$ cat src/rtl/trig_route_pkg.sv
package trig_route_pkg;
  localparam int LIST_W = 32;
  localparam int USRC_W = 3;
  localparam int IDX_W  = $clog2(LIST_W);
  typedef logic [LIST_W-1:0] evt_list_t;
  typedef logic [USRC_W-1:0] usrc_t;
endpackage

$ cat src/rtl/trig_rst_sync.sv
module trig_rst_sync (
  input  logic clk,
  input  logic rst_n,
  output logic rst_sync_n
);
  logic stage_q;
  logic out_q;

  always_ff @(posedge clk or negedge rst_n) begin
    if (!rst_n) begin
      stage_q <= 1'b0;
      out_q   <= 1'b0;
    end else begin
      stage_q <= 1'b1;
      out_q   <= stage_q;
    end
  end

  assign rst_sync_n = out_q;
endmodule

$ cat src/rtl/trig_evt_gather.sv
module trig_evt_gather #(
  parameter int N_TIM = 6,
  parameter int N_CMP = 4,
  parameter int N_EXT = 10
) (
  input  logic [N_CMP-1:0]       mst_cmp,
  input  logic                   mst_per,
  input  logic [N_TIM*N_CMP-1:0] tim_cmp,
  input  logic [N_TIM-1:0]       tim_per,
  input  logic [N_TIM-1:0]       tim_rst,
  input  logic [N_EXT-1:0]       ext_evt,
  output trig_route_pkg::evt_list_t list_x,
  output trig_route_pkg::evt_list_t list_y
);
  localparam int TA = 0;
  localparam int TB = 1;
  localparam int TC = 2;
  localparam int TD = 3;
  localparam int TE = 4;
  localparam int TF = 5;

  // compare c (1-based) of timer t
  function automatic logic cmp(input logic [N_TIM*N_CMP-1:0] v, input int t, input int c);
    return v[t*N_CMP + c - 1];
  endfunction

  always_comb begin
    list_x        = '0;
    list_x[3:0]   = mst_cmp[3:0];
    list_x[4]     = mst_per;
    list_x[9:5]   = ext_evt[4:0];
    list_x[12:10] = {tim_per[TA], cmp(tim_cmp, TA, 4), cmp(tim_cmp, TA, 3)};
    list_x[13]    = tim_rst[TA];
    list_x[16:14] = {tim_per[TB], cmp(tim_cmp, TB, 4), cmp(tim_cmp, TB, 3)};
    list_x[17]    = tim_rst[TB];
    list_x[20:18] = {tim_per[TC], cmp(tim_cmp, TC, 4), cmp(tim_cmp, TC, 3)};
    list_x[23:21] = {tim_per[TD], cmp(tim_cmp, TD, 4), cmp(tim_cmp, TD, 3)};
    list_x[26:24] = {tim_per[TE], cmp(tim_cmp, TE, 4), cmp(tim_cmp, TE, 3)};
    list_x[29:27] = {tim_per[TF], cmp(tim_cmp, TF, 4), cmp(tim_cmp, TF, 3)};
    list_x[30]    = tim_rst[TF];
  end

  always_comb begin
    list_y        = '0;
    list_y[3:0]   = mst_cmp[3:0];
    list_y[4]     = mst_per;
    list_y[9:5]   = ext_evt[9:5];
    list_y[12:10] = {tim_per[TA], cmp(tim_cmp, TA, 4), cmp(tim_cmp, TA, 2)};
    list_y[15:13] = {tim_per[TB], cmp(tim_cmp, TB, 4), cmp(tim_cmp, TB, 2)};
    list_y[19:16] = {tim_rst[TC], tim_per[TC], cmp(tim_cmp, TC, 4), cmp(tim_cmp, TC, 2)};
    list_y[23:20] = {tim_rst[TD], tim_per[TD], cmp(tim_cmp, TD, 4), cmp(tim_cmp, TD, 2)};
    list_y[27:24] = {tim_rst[TE], cmp(tim_cmp, TE, 4), cmp(tim_cmp, TE, 3), cmp(tim_cmp, TE, 2)};
    list_y[31:28] = {tim_per[TF], cmp(tim_cmp, TF, 4), cmp(tim_cmp, TF, 3), cmp(tim_cmp, TF, 2)};
  end
endmodule

$ cat src/rtl/trig_or_chan.sv
module trig_or_chan #(
  parameter int LIST_W = 32,
  parameter int USRC_W = 3
) (
  input  logic                       clk,
  input  logic                       rst_n,
  input  logic                       mask_we,
  input  logic [LIST_W-1:0]          mask_wdata,
  input  logic [USRC_W-1:0]          usrc,
  input  logic [(1<<USRC_W)-1:0]     upd_vec,
  input  logic [LIST_W-1:0]          cand,
  output logic                       trig_o,
  output logic                       xfer_o,
  output logic [LIST_W-1:0]          shd_o,
  output logic [LIST_W-1:0]          act_o
);
  localparam logic [USRC_W-1:0] USRC_RSVD = '1;

  logic [LIST_W-1:0] shd_q, shd_d;
  logic [LIST_W-1:0] act_q, act_d;
  logic              shd_ce, act_ce;

  always_comb begin
    act_ce = (usrc != USRC_RSVD) && upd_vec[usrc];
    shd_ce = mask_we;
    shd_d  = mask_wdata;
    act_d  = shd_q;
  end

  always_ff @(posedge clk or negedge rst_n) begin
    if (!rst_n) begin
      shd_q <= '0;
      act_q <= '0;
    end else begin
      if (shd_ce) shd_q <= shd_d;
      if (act_ce) act_q <= act_d;
    end
  end

  assign trig_o = |(act_q & cand);
  assign xfer_o = act_ce;
  assign shd_o  = shd_q;
  assign act_o  = act_q;
endmodule

$ cat src/rtl/trig_sel_chan.sv
module trig_sel_chan #(
  parameter int LIST_W = 32,
  parameter int IDX_W  = $clog2(LIST_W)
) (
  input  logic              clk,
  input  logic              rst_n,
  input  logic              sel_we,
  input  logic [IDX_W:0]    sel_wdata,
  input  logic [LIST_W-1:0] cand,
  output logic              trig_o,
  output logic              en_o
);
  logic             en_q, en_d;
  logic [IDX_W-1:0] idx_q, idx_d;

  always_comb begin
    en_d  = sel_wdata[IDX_W];
    idx_d = sel_wdata[IDX_W-1:0];
  end

  always_ff @(posedge clk or negedge rst_n) begin
    if (!rst_n) begin
      en_q  <= 1'b0;
      idx_q <= '0;
    end else if (sel_we) begin
      en_q  <= en_d;
      idx_q <= idx_d;
    end
  end

  assign trig_o = en_q & cand[idx_q];
  assign en_o   = en_q;
endmodule

$ cat src/rtl/trig_route_unit.sv
module trig_route_unit #(
  parameter int N_TIM  = 6,
  parameter int N_CMP  = 4,
  parameter int N_EXT  = 10,
  parameter int N_OR   = 4,
  parameter int N_SEL  = 6,
  parameter int ADDR_W = 4,
  parameter int DATA_W = 32
) (
  input  logic                   clk,
  input  logic                   rst_n,
  input  logic                   wr_en,
  input  logic [ADDR_W-1:0]      wr_addr,
  input  logic [DATA_W-1:0]      wr_data,
  input  logic [N_CMP-1:0]       mst_cmp,
  input  logic                   mst_per,
  input  logic                   mst_upd,
  input  logic [N_TIM*N_CMP-1:0] tim_cmp,
  input  logic [N_TIM-1:0]       tim_per,
  input  logic [N_TIM-1:0]       tim_rst,
  input  logic [N_TIM-1:0]       tim_upd,
  input  logic [N_EXT-1:0]       ext_evt,
  output logic [N_OR-1:0]        or_trig_o,
  output logic [N_SEL-1:0]       sel_trig_o
);
  import trig_route_pkg::*;

  localparam int N_UPD     = 1 << USRC_W;
  localparam int USRC_BASE = N_OR;
  localparam int SEL_BASE  = 2 * N_OR;

  logic                             rst_sync_n;
  evt_list_t                        list_x, list_y;
  logic [N_UPD-1:0]                 upd_vec;
  logic [N_OR-1:0]                  mask_we, usrc_we, xfer_vec;
  logic [N_SEL-1:0]                 sel_we, sel_en;
  logic [N_OR-1:0][USRC_W-1:0]      usrc_q, usrc_d;
  logic [N_OR-1:0][LIST_W-1:0]      shd_mask, act_mask;

  trig_rst_sync u_rst (
    .clk        (clk),
    .rst_n      (rst_n),
    .rst_sync_n (rst_sync_n)
  );

  trig_evt_gather #(.N_TIM(N_TIM), .N_CMP(N_CMP), .N_EXT(N_EXT)) u_gather (
    .mst_cmp (mst_cmp),
    .mst_per (mst_per),
    .tim_cmp (tim_cmp),
    .tim_per (tim_per),
    .tim_rst (tim_rst),
    .ext_evt (ext_evt),
    .list_x  (list_x),
    .list_y  (list_y)
  );

  assign upd_vec = N_UPD'({tim_upd, mst_upd});

  // write decode
  always_comb begin
    for (int k = 0; k < N_OR; k++) begin
      mask_we[k] = wr_en && (wr_addr == ADDR_W'(k));
      usrc_we[k] = wr_en && (wr_addr == ADDR_W'(USRC_BASE + k));
    end
    for (int j = 0; j < N_SEL; j++) begin
      sel_we[j] = wr_en && (wr_addr == ADDR_W'(SEL_BASE + j));
    end
  end

  // update-source selectors: next state
  always_comb begin
    for (int k = 0; k < N_OR; k++) begin
      usrc_d[k] = wr_data[USRC_W-1:0];
    end
  end

  always_ff @(posedge clk or negedge rst_sync_n) begin
    if (!rst_sync_n) begin
      usrc_q <= '0;
    end else begin
      for (int k = 0; k < N_OR; k++) begin
        if (usrc_we[k]) usrc_q[k] <= usrc_d[k];
      end
    end
  end

  for (genvar k = 0; k < N_OR; k++) begin : g_or
    evt_list_t cand;
    if (k < N_OR / 2) begin : g_lx
      assign cand = list_x;
    end else begin : g_ly
      assign cand = list_y;
    end
    trig_or_chan #(.LIST_W(LIST_W), .USRC_W(USRC_W)) u_chan (
      .clk        (clk),
      .rst_n      (rst_sync_n),
      .mask_we    (mask_we[k]),
      .mask_wdata (wr_data[LIST_W-1:0]),
      .usrc       (usrc_q[k]),
      .upd_vec    (upd_vec),
      .cand       (cand),
      .trig_o     (or_trig_o[k]),
      .xfer_o     (xfer_vec[k]),
      .shd_o      (shd_mask[k]),
      .act_o      (act_mask[k])
    );
  end

  for (genvar j = 0; j < N_SEL; j++) begin : g_sel
    evt_list_t cand;
    if ((j % 2) == 0) begin : g_lx
      assign cand = list_x;
    end else begin : g_ly
      assign cand = list_y;
    end
    trig_sel_chan #(.LIST_W(LIST_W), .IDX_W(IDX_W)) u_chan (
      .clk       (clk),
      .rst_n     (rst_sync_n),
      .sel_we    (sel_we[j]),
      .sel_wdata (wr_data[IDX_W:0]),
      .cand      (cand),
      .trig_o    (sel_trig_o[j]),
      .en_o      (sel_en[j])
    );
  end
endmodule

$ cat config.mk
export PLATFORM = sky130hd
export DESIGN_NAME = trig_route_unit
export DESIGN_NICKNAME = d
export VERILOG_FILES = /design/src/rtl/trig_route_pkg.sv /design/src/rtl/trig_rst_sync.sv /design/src/rtl/trig_evt_gather.sv /design/src/rtl/trig_or_chan.sv /design/src/rtl/trig_sel_chan.sv /design/src/rtl/trig_route_unit.sv
export SDC_FILE = /design/constraint.sdc
export NUM_CORES = 1
export LEC_CHECK = 0
export BUFFER_PORTS_ARGS = -buffer_cell sky130_fd_sc_hd__buf_2
export CAP_MARGIN = 20
export CORE_MARGIN = 1.5
export CORE_UTILIZATION = 55
export DETAILED_ROUTE_END_ITERATION = 8
export HOLD_SLACK_MARGIN = 0.15
export PLACE_DENSITY = 0.76
export SLEW_MARGIN = 20
export SYNTH_ARGS = -nofsm -noshare
export SYNTH_HDL_FRONTEND = slang
export SYNTH_SLANG_ARGS = --single-unit
$ cat constraint.sdc
create_clock -name clk -period 15.8 [get_ports clk]
set_input_delay 1.58 -clock clk [delete_from_list [all_inputs] [get_ports clk]]
set_output_delay 1.58 -clock clk [all_outputs]
set_load 0.01 [all_outputs]
==> Implementation_results.wiki, run 1 <==
{| class="wikitable"
! Metric !! Value
|-
| Run status || complete, no violations
|-
| Average cell area after synthesis || 15.2 sq um
|-
| Total I/O pin count || 107
|-
| Post-synthesis cell area || 0.0140 sq mm
|-
| Crit. End Element || output port
|-
| Leakage power total || 6.82 nW
|-
| Max-cap violations || 0
|-
| Global-route usage over all layers || 0.276
|-
| Setup slack of the critical path after layout || 10970 ps
|-
| Remaining global-route overflow || 0
|-
| Setup TNS || 0 ps
|-
| DR vias/cell || 6.38
|-
| Number of enable flip-flop cells after synthesis || 0
|-
| Arrival time at the worst endpoint || 3250 ps
|-
| Gate count after technology mapping || 925
|-
| Cell accounting for the most synthesized area || sky130_fd_sc_hd__dfrtp_1
|-
| GRT met3 Usage || 0.0553
|-
| Cell types with the largest area share after synthesis || sky130_fd_sc_hd__dfrtp_1 54%, sky130_fd_sc_hd__mux2_2 21%, sky130_fd_sc_hd__mux4_2 7.9%, sky130_fd_sc_hd__a22oi_1 3.2%, sky130_fd_sc_hd__mux2_4 3.2%
|-
| DIE AREA || 0.0265 sq mm
|-
| Flop and latch count out of synthesis || 302
|-
| Worst skew pair latency || 560 ps
|-
| Core area || 0.0251 sq mm
|-
| Hold-critical path depth || 0
|-
| Total power || 2.60 mW
|-
| Reg2Reg Launch Point || u_rst.rst_sync_n
|-
| Number of buffers inserted by post-CTS setup repair || 0
|-
| GR peak layer || met2
|-
| DRC violations left || 0
|-
| Worst min path class || reg2reg
|-
| Filler Cells Inserted || 1935
|-
| Final Hold Viols || 0
|-
| Wire length of the first global-routing pass || 53.9 mm
|-
| Hold_sp || u_rst.stage_q
|-
| WL/cell || 26.5 um
|-
| CTS Root Cell || sky130_fd_sc_hd__clkbuf_16
|-
| Pin count of the biggest net entering global routing || 171
|-
| Finish-stage setup viols || 0
|-
| Flop-to-flop setup slack || 13450 ps
|-
| Worst-path clk slew || 60 ps
|-
| Clk_skew || 14.2 ps
|-
| Pre-CTS WS || 10950 ps
|-
| Fin area || 0.0156 sq mm
|-
| Pwr per Cell Area || 166 mW/mm^2
|-
| Required time reported for the critical path endpoint || 14220 ps
|-
| Number of nets still failing antenna checks after routing || 0
|-
| Critical Path Source Type || input port
|-
| Clock tree from TritonCTS || yes
|-
| Number of global-route vias before repair || 8552
|-
| Top_reg_cell synth || sky130_fd_sc_hd__dfrtp_1
|-
| DP Wirelength || 23.7 mm
|-
| Area delta synth->final || 11.4%
|-
| Share of cells above drive strength 1 || 0.504
|-
| Register cell area after layout || 0.00756 sq mm
|-
| Multi-input gate area || 0.00604 sq mm
|-
| End of the worst register-to-register path || g_sel[2].u_chan.idx_q[3]
|-
| Period Utilization, post-route || 0.306
|-
| Final net count || 1082
|-
| Hold path endpoint || u_rst.rst_sync_n
|-
| Initial drt markers || 597
|-
| Highest ir drop seen on vdd || 0.0000853 V
|-
| Synth Net Count || 1022
|-
| M1 GR Usage || 0.396
|-
| Fmax || 207 MHz
|-
| Maximum fanout along the worst path || 10
|-
| Post-DP Area || 0.0146 sq mm
|-
| Relative slew margins || 0.279
|-
| H-tree depth || 1
|-
| Synth Warn # || 0
|-
| Met2 Usage GRT || 0.433
|-
| Post-synthesis async set-or-reset flop share || 1.00
|-
| Starting density of the core || 0.558
|-
| Worst Max-Slew Pin Slew || 1080 ps
|-
| Post-CTS Hold Buffers || 0
|-
| Detailed Routing Iterations Pass 1 || 5
|-
| Die Wd || 163 um
|-
| Min cycle time layout || 4830 ps
|-
| Most instantiated library cell after synthesis || sky130_fd_sc_hd__dfrtp_1
|-
| CTS buffer count || 31
|-
| Sequential-to-total area share from yosys stat || 0.539
|-
| Total length of routed wires || 35.5 mm
|-
| Resized cells post-CTS || 0
|-
| Chip Height || 163 um
|-
| Max-slew violation total from the final report || 0
|-
| Commonest cells in the synthesized netlist || 302 x sky130_fd_sc_hd__dfrtp_1, 263 x sky130_fd_sc_hd__mux2_2, 60 x sky130_fd_sc_hd__a22oi_1
|-
| Path depth of the worst reg2reg path || 2
|-
| Port-buffer cells || 100
|-
| Number of antenna violations at the first check in global routing || 2
|-
| Synth top area share || 0.539
|-
| Count of standard-cell rows || 58
|-
| Worst setup path category || in2out
|-
| Placer Congestion || 0.850
|-
| Setup repair after global routing missed its margin || false
|-
| Post-synth cell types || 41
|-
| Number of sinks handled by clock tree synthesis || 302
|-
| Detailed-route via count || 8526
|-
| Buffer levels on the longest clock path || 3
|}
power by group:
| group | internal, mW | switching [mW] | total [mW] |
|---|---|---|---|
| clock | 0.412 | 0.297 | 0.710 |
| combinational | 0.411 | 0.257 | 0.668 |
| sequential | 1.03 | 0.187 | 1.22 |
| total | 1.86 | 0.742 | 2.60 |
cell usage in the layout (no fill, tap or decap), types with 7 or more instances in the layout:
master,synthesis,layout
sky130_fd_sc_hd__nand4_1,12,12
sky130_fd_sc_hd__nor2_1,15,14
sky130_fd_sc_hd__clkbuf_1,29,7
sky130_fd_sc_hd__clkbuf_16,0,31
sky130_fd_sc_hd__mux4_2,49,49
sky130_fd_sc_hd__mux2i_1,21,21
sky130_fd_sc_hd__mux2_4,30,30
sky130_fd_sc_hd__nand2_1,11,11
sky130_fd_sc_hd__a22oi_1,60,60
sky130_fd_sc_hd__buf_2,23,100
sky130_fd_sc_hd__mux2_1,15,15
sky130_fd_sc_hd__dfrtp_1,302,301
sky130_fd_sc_hd__mux2_2,263,263
sky130_fd_sc_hd__clkbuf_8,0,8
per-stage QoR:
step | utilization | hold slack (ps) | std cells
floorplan | - | 331 | 925
global placement | 0.580 | 334 | 1280
detailed placement | 0.581 | 337 | 1281
CTS | 0.621 | 352 | 1335
global route | 0.622 | 357 | 1337
finish | 0.622 | 350 | 1337
area by class of cell:
type	instances	share of cell area
flip-flops and latches	302	0.484
repair buffers	108	0.0395
clock buffers	46	0.0584
multi-input cells	542	0.387
well taps	330	0.0264
clock inverters	8	0.00465
diodes	1	0.000160
registers in the layout, indices dropped and copies added, names as in the netlist:
signal	count
g_or.u_chan.act_o	126
u_rst.stage_q	1
u_rst.rst_sync_n	1
g_or.u_chan.shd_o	126
usrc_q	12
g_sel.u_chan.en_o	6
g_sel.u_chan.idx_q	30
how the worst max path moves through the flow:
stage                           from                      end  slack, ps  cells past startpoint
floorplan           u_rst.rst_sync_n  g_or[0].u_chan.act_o[0]       6760                      0
finish                    tim_cmp[3]             or_trig_o[1]      10970                      6
global placement          tim_cmp[3]             or_trig_o[1]      10940                      6
detailed placement        tim_cmp[3]             or_trig_o[1]      10950                      6
CTS                       tim_cmp[3]             or_trig_o[1]      10940                      6
global route              tim_cmp[3]             or_trig_o[1]      10960                      6
layer usage:
metal  routed length, um  vias to the layer above
li1                    -                     3613
met1               15200                     4510
met2               16600                      337
met3                2770                       64
met4                 806                        2
met5                   7                        -
critical path, stage by stage:
cell and delay, ps:
sky130_fd_sc_hd__buf_2 220, sky130_fd_sc_hd__a22o_1 250, sky130_fd_sc_hd__a221oi_1 320, sky130_fd_sc_hd__nand3_1 130, sky130_fd_sc_hd__or4_1 580, sky130_fd_sc_hd__buf_2 170
logic make-up after synthesis:
logic type,share of synthesized area
flops,0.539
compound gates,0.0485
other cells,0.000268
buf+inv,0.0330
mux,0.349
simple gates,0.0299
No activity file was read; power rests on OpenSTA's default activity.
==> inputs of run 2 (changes only) <==
==> constraint.sdc (replaced) <==
create_clock -name clk -period 5.01 [get_ports clk]
set_input_delay 0.501 -clock clk [delete_from_list [all_inputs] [get_ports clk]]
set_output_delay 0.501 -clock clk [all_outputs]
set_load 0.01 [all_outputs]
==> run 2 against run 1 <==
Via count up 0.43%. Cell area up 0.23%. Die area unchanged. Non-clock buffer count up 2. Highest routed layer is now met4.
==> Implementation_results.wiki, run 2 (synthesized netlist as in run 1, its figures left out) <==
{| class="wikitable"
! Metric !! Value
|-
| Maximum fanout along the worst path || 10 (unchanged)
|-
| DRC violations left || 0 (unchanged)
|-
| Worst skew pair latency || 560 ps (about the same)
|-
| Leading cell type in the layout, fill and taps excluded || sky130_fd_sc_hd__dfrtp_1
|-
| Final Hold Viols || 0 (unchanged)
|-
| Detailed Routing Iterations Pass 1 || 6 (+1)
|-
| Worst setup path category || reg2out
|-
| Hold-critical path depth || 2 (+2)
|-
| Starting density of the core || 0.558 (unchanged)
|-
| Sw power || 2.35 mW (+220%)
|-
| Final core utilization || 0.623 (+0.00144)
|-
| Setup repair after global routing missed its margin || false
|-
| Detailed-route via count || 8563 (+0.43%)
|-
| CTS Root Cell || sky130_fd_sc_hd__clkbuf_16
|-
| Filler Cells Inserted || 1890 (-2.3%)
|-
| Worst-path clk slew || 60 ps (about the same)
|-
| Remaining global-route overflow || 0 (unchanged)
|-
| Leakage power total || 6.83 nW (about the same)
|-
| Pin count of the biggest net entering global routing || 153 (-11%)
|-
| Combinational cell fraction of total power || 0.256 (about the same)
|-
| Clk_skew || 8.98 ps (-5.21 ps)
|-
| Fraction of power spent switching nets || 0.285 (-0.000558)
|-
| Most frequent cells in the layout || 301 x sky130_fd_sc_hd__dfrtp_1, 263 x sky130_fd_sc_hd__mux2_2, 100 x sky130_fd_sc_hd__buf_2
|-
| Wire length of the first global-routing pass || 54.8 mm (+1.6%)
|-
| Number of sinks handled by clock tree synthesis || 302 (unchanged)
|-
| Hold path endpoint || g_or[3].u_chan.shd_o[31]
|-
| Die Wd || 163 um (unchanged)
|-
| Critical Path Source Type || register
|-
| Number of antenna violations at the first check in global routing || 0 (-2)
|-
| Number of buffers inserted by post-CTS setup repair || 0 (unchanged)
|-
| Reg2Reg Launch Point || usrc_q[9]
|-
| H-tree depth || 1 (unchanged)
|-
| Multi-input gate area || 0.00604 sq mm (unchanged)
|-
| Max-cap violations || 0 (unchanged)
|-
| Global-route usage over all layers || 0.280 (+0.00401)
|-
| Placer Congestion || 0.827 (-2.7%)
|-
| Buffer levels on the longest clock path || 3 (unchanged)
|-
| DP Wirelength || 23.8 mm (+0.65%)
|-
| DR vias/cell || 6.39 (+0.21%)
|-
| Total I/O pin count || 107 (unchanged)
|-
| Path depth of the worst reg2reg path || 4 (+2)
|-
| Clock Power Share || 0.275 (+0.002)
|-
| Port-buffer cells || 100 (unchanged)
|-
| Clock tree from TritonCTS || yes
|-
| Hold_sp || wr_data[31]
|-
| End of the worst register-to-register path || g_or[3].u_chan.act_o[23]
|-
| Core area || 0.0251 sq mm (unchanged)
|-
| Period Utilization, post-route || 0.591
|-
| Arrival time at the worst endpoint || 2460 ps (-790 ps)
|-
| Area delta synth->final || 11.7%
|-
| WL/cell || 26.7 um (+0.62%)
|-
| Register cell area after layout || 0.00756 sq mm (unchanged)
|-
| Highest ir drop seen on vdd || 0.000282 V (+230%)
|-
| Relative slew margins || 0.285 (+0.00658)
|-
| Worst Max-Slew Pin Slew || 1070 ps (-9.84 ps)
|-
| Final net count || 1084 (+0.18%)
|-
| CTS buffer count || 31 (unchanged)
|-
| Required time reported for the critical path endpoint || 4510 ps (-9710 ps)
|-
| Run status || complete, no violations
|-
| Max-slew violation total from the final report || 0 (unchanged)
|-
| DIE AREA || 0.0265 sq mm (unchanged)
|-
| Fmax || 338 MHz
|-
| Setup TNS || 0 ps (unchanged)
|-
| Initial drt markers || 728 (+22%)
|-
| Number of global-route vias before repair || 8852 (+3.5%)
|-
| Min cycle time layout || 2960 ps
|-
| Resized cells post-CTS || 0 (unchanged)
|-
| Count of standard-cell rows || 58 (unchanged)
|-
| Number of nets still failing antenna checks after routing || 0 (unchanged)
|-
| Worst min path class || in2reg
|-
| Pwr per Cell Area || 526 mW/mm^2 (+220%)
|-
| Flop-to-flop setup slack || 2810 ps (-10640 ps)
|-
| Chip Height || 163 um (unchanged)
|-
| Share of cells above drive strength 1 || 0.503 (-0.00101)
|-
| Total length of routed wires || 35.8 mm (+0.85%)
|-
| Crit. End Element || output port
|-
| Internal power consumption || 5.89 mW (+220%)
|-
| Relative contribution of sequential cells to total power || 0.469 (about the same)
|-
| Finish-stage setup viols || 0 (unchanged)
|-
| Antenna diode count || 0 (-1)
|}
-- run 2: cell types whose count changed in the layout (fill, tap and decap cells not counted), sizes merged --
cell         previous run  this run
buf                   108       109
bufinv                  1         2
clkinv                  5         3
clkinvlp                0         3
diode                   1         0
dlygate4sd3             0         1
-- run 2: worst max path at each step --
| stage | startpoint | endpoint | slack, ps | cells past startpoint |
|---|---|---|---|---|
| final | g_sel[2].u_chan.idx_q[1] | sel_trig_o[2] | 2050 | 5 |
| after floorplan | u_rst.rst_sync_n | g_or[0].u_chan.act_o[0] | 70 | 0 |
| after CTS | g_sel[2].u_chan.idx_q[1] | sel_trig_o[2] | 2020 | 5 |
| after global placement | ext_evt[0] | or_trig_o[0] | 2410 | 6 |
| after detailed placement | tim_upd[5] | g_or[0].u_chan.act_o[30] | 2400 | 4 |
| after global routing | g_sel[2].u_chan.idx_q[1] | sel_trig_o[2] | 1900 | 5 |
-- run 2: power by group through the flow --
stage / Sequential (mW) / Combinational (mW) / Clock [mW]
2_1_floorplan: 3.63 / 1.82 / 0
3_3_place_gp: 3.83 / 2.00 / 0
3_5_place_dp: 3.88 / 2.07 / 0
4_1_cts: 3.85 / 2.09 / 2.30
5_1_grt: 3.97 / 2.27 / 2.40
6_report: 3.86 / 2.11 / 2.26
-- run 2: layout make-up --
cell class,instances,share of cell area
sequential,302,0.483
multi-input combinational,542,0.386
clock buffer,46,0.0570
timing repair buffer,110,0.0403
tap,330,0.0264
clock inverter,10,0.00751
-- run 2: worst max-delay path, cell delays in order, from the launching register on --
cell	delay [ps]
sky130_fd_sc_hd__dfrtp_1	620
sky130_fd_sc_hd__mux4_2	570
sky130_fd_sc_hd__a22oi_1	220
sky130_fd_sc_hd__o21ai_0	130
sky130_fd_sc_hd__and4_1	220
sky130_fd_sc_hd__buf_2	130
-- run 2: per-layer routing --
metal	vias up	global-route usage	share of wire
li1	3606	-	-
met1	4518	0.389	0.42
met2	357	0.443	0.47
met3	82	0.0555	0.073
met4	0	0.101	0.038
met5	-	0	0
-- run 2: metrics by stage --
step	cells	hold slack, ps	total power, mW	instance area [sq um]	setup WS, ps
after global placement	1281	288	5.84	14600	2410
after detailed placement	1281	288	5.95	14600	2400
after CTS	1338	179	8.23	15600	2020
final	1340	192	8.24	15700	2050
after global routing	1340	187	8.64	15700	1900
after floorplan	925	205	5.45	14000	66.7
-- run 2: what timing repair did --
item                                   4_1_cts  5_1_grt
hold buffers                                 1        0
setup endpoints to repair                    0        0
endpoints found under the hold margin        2        0
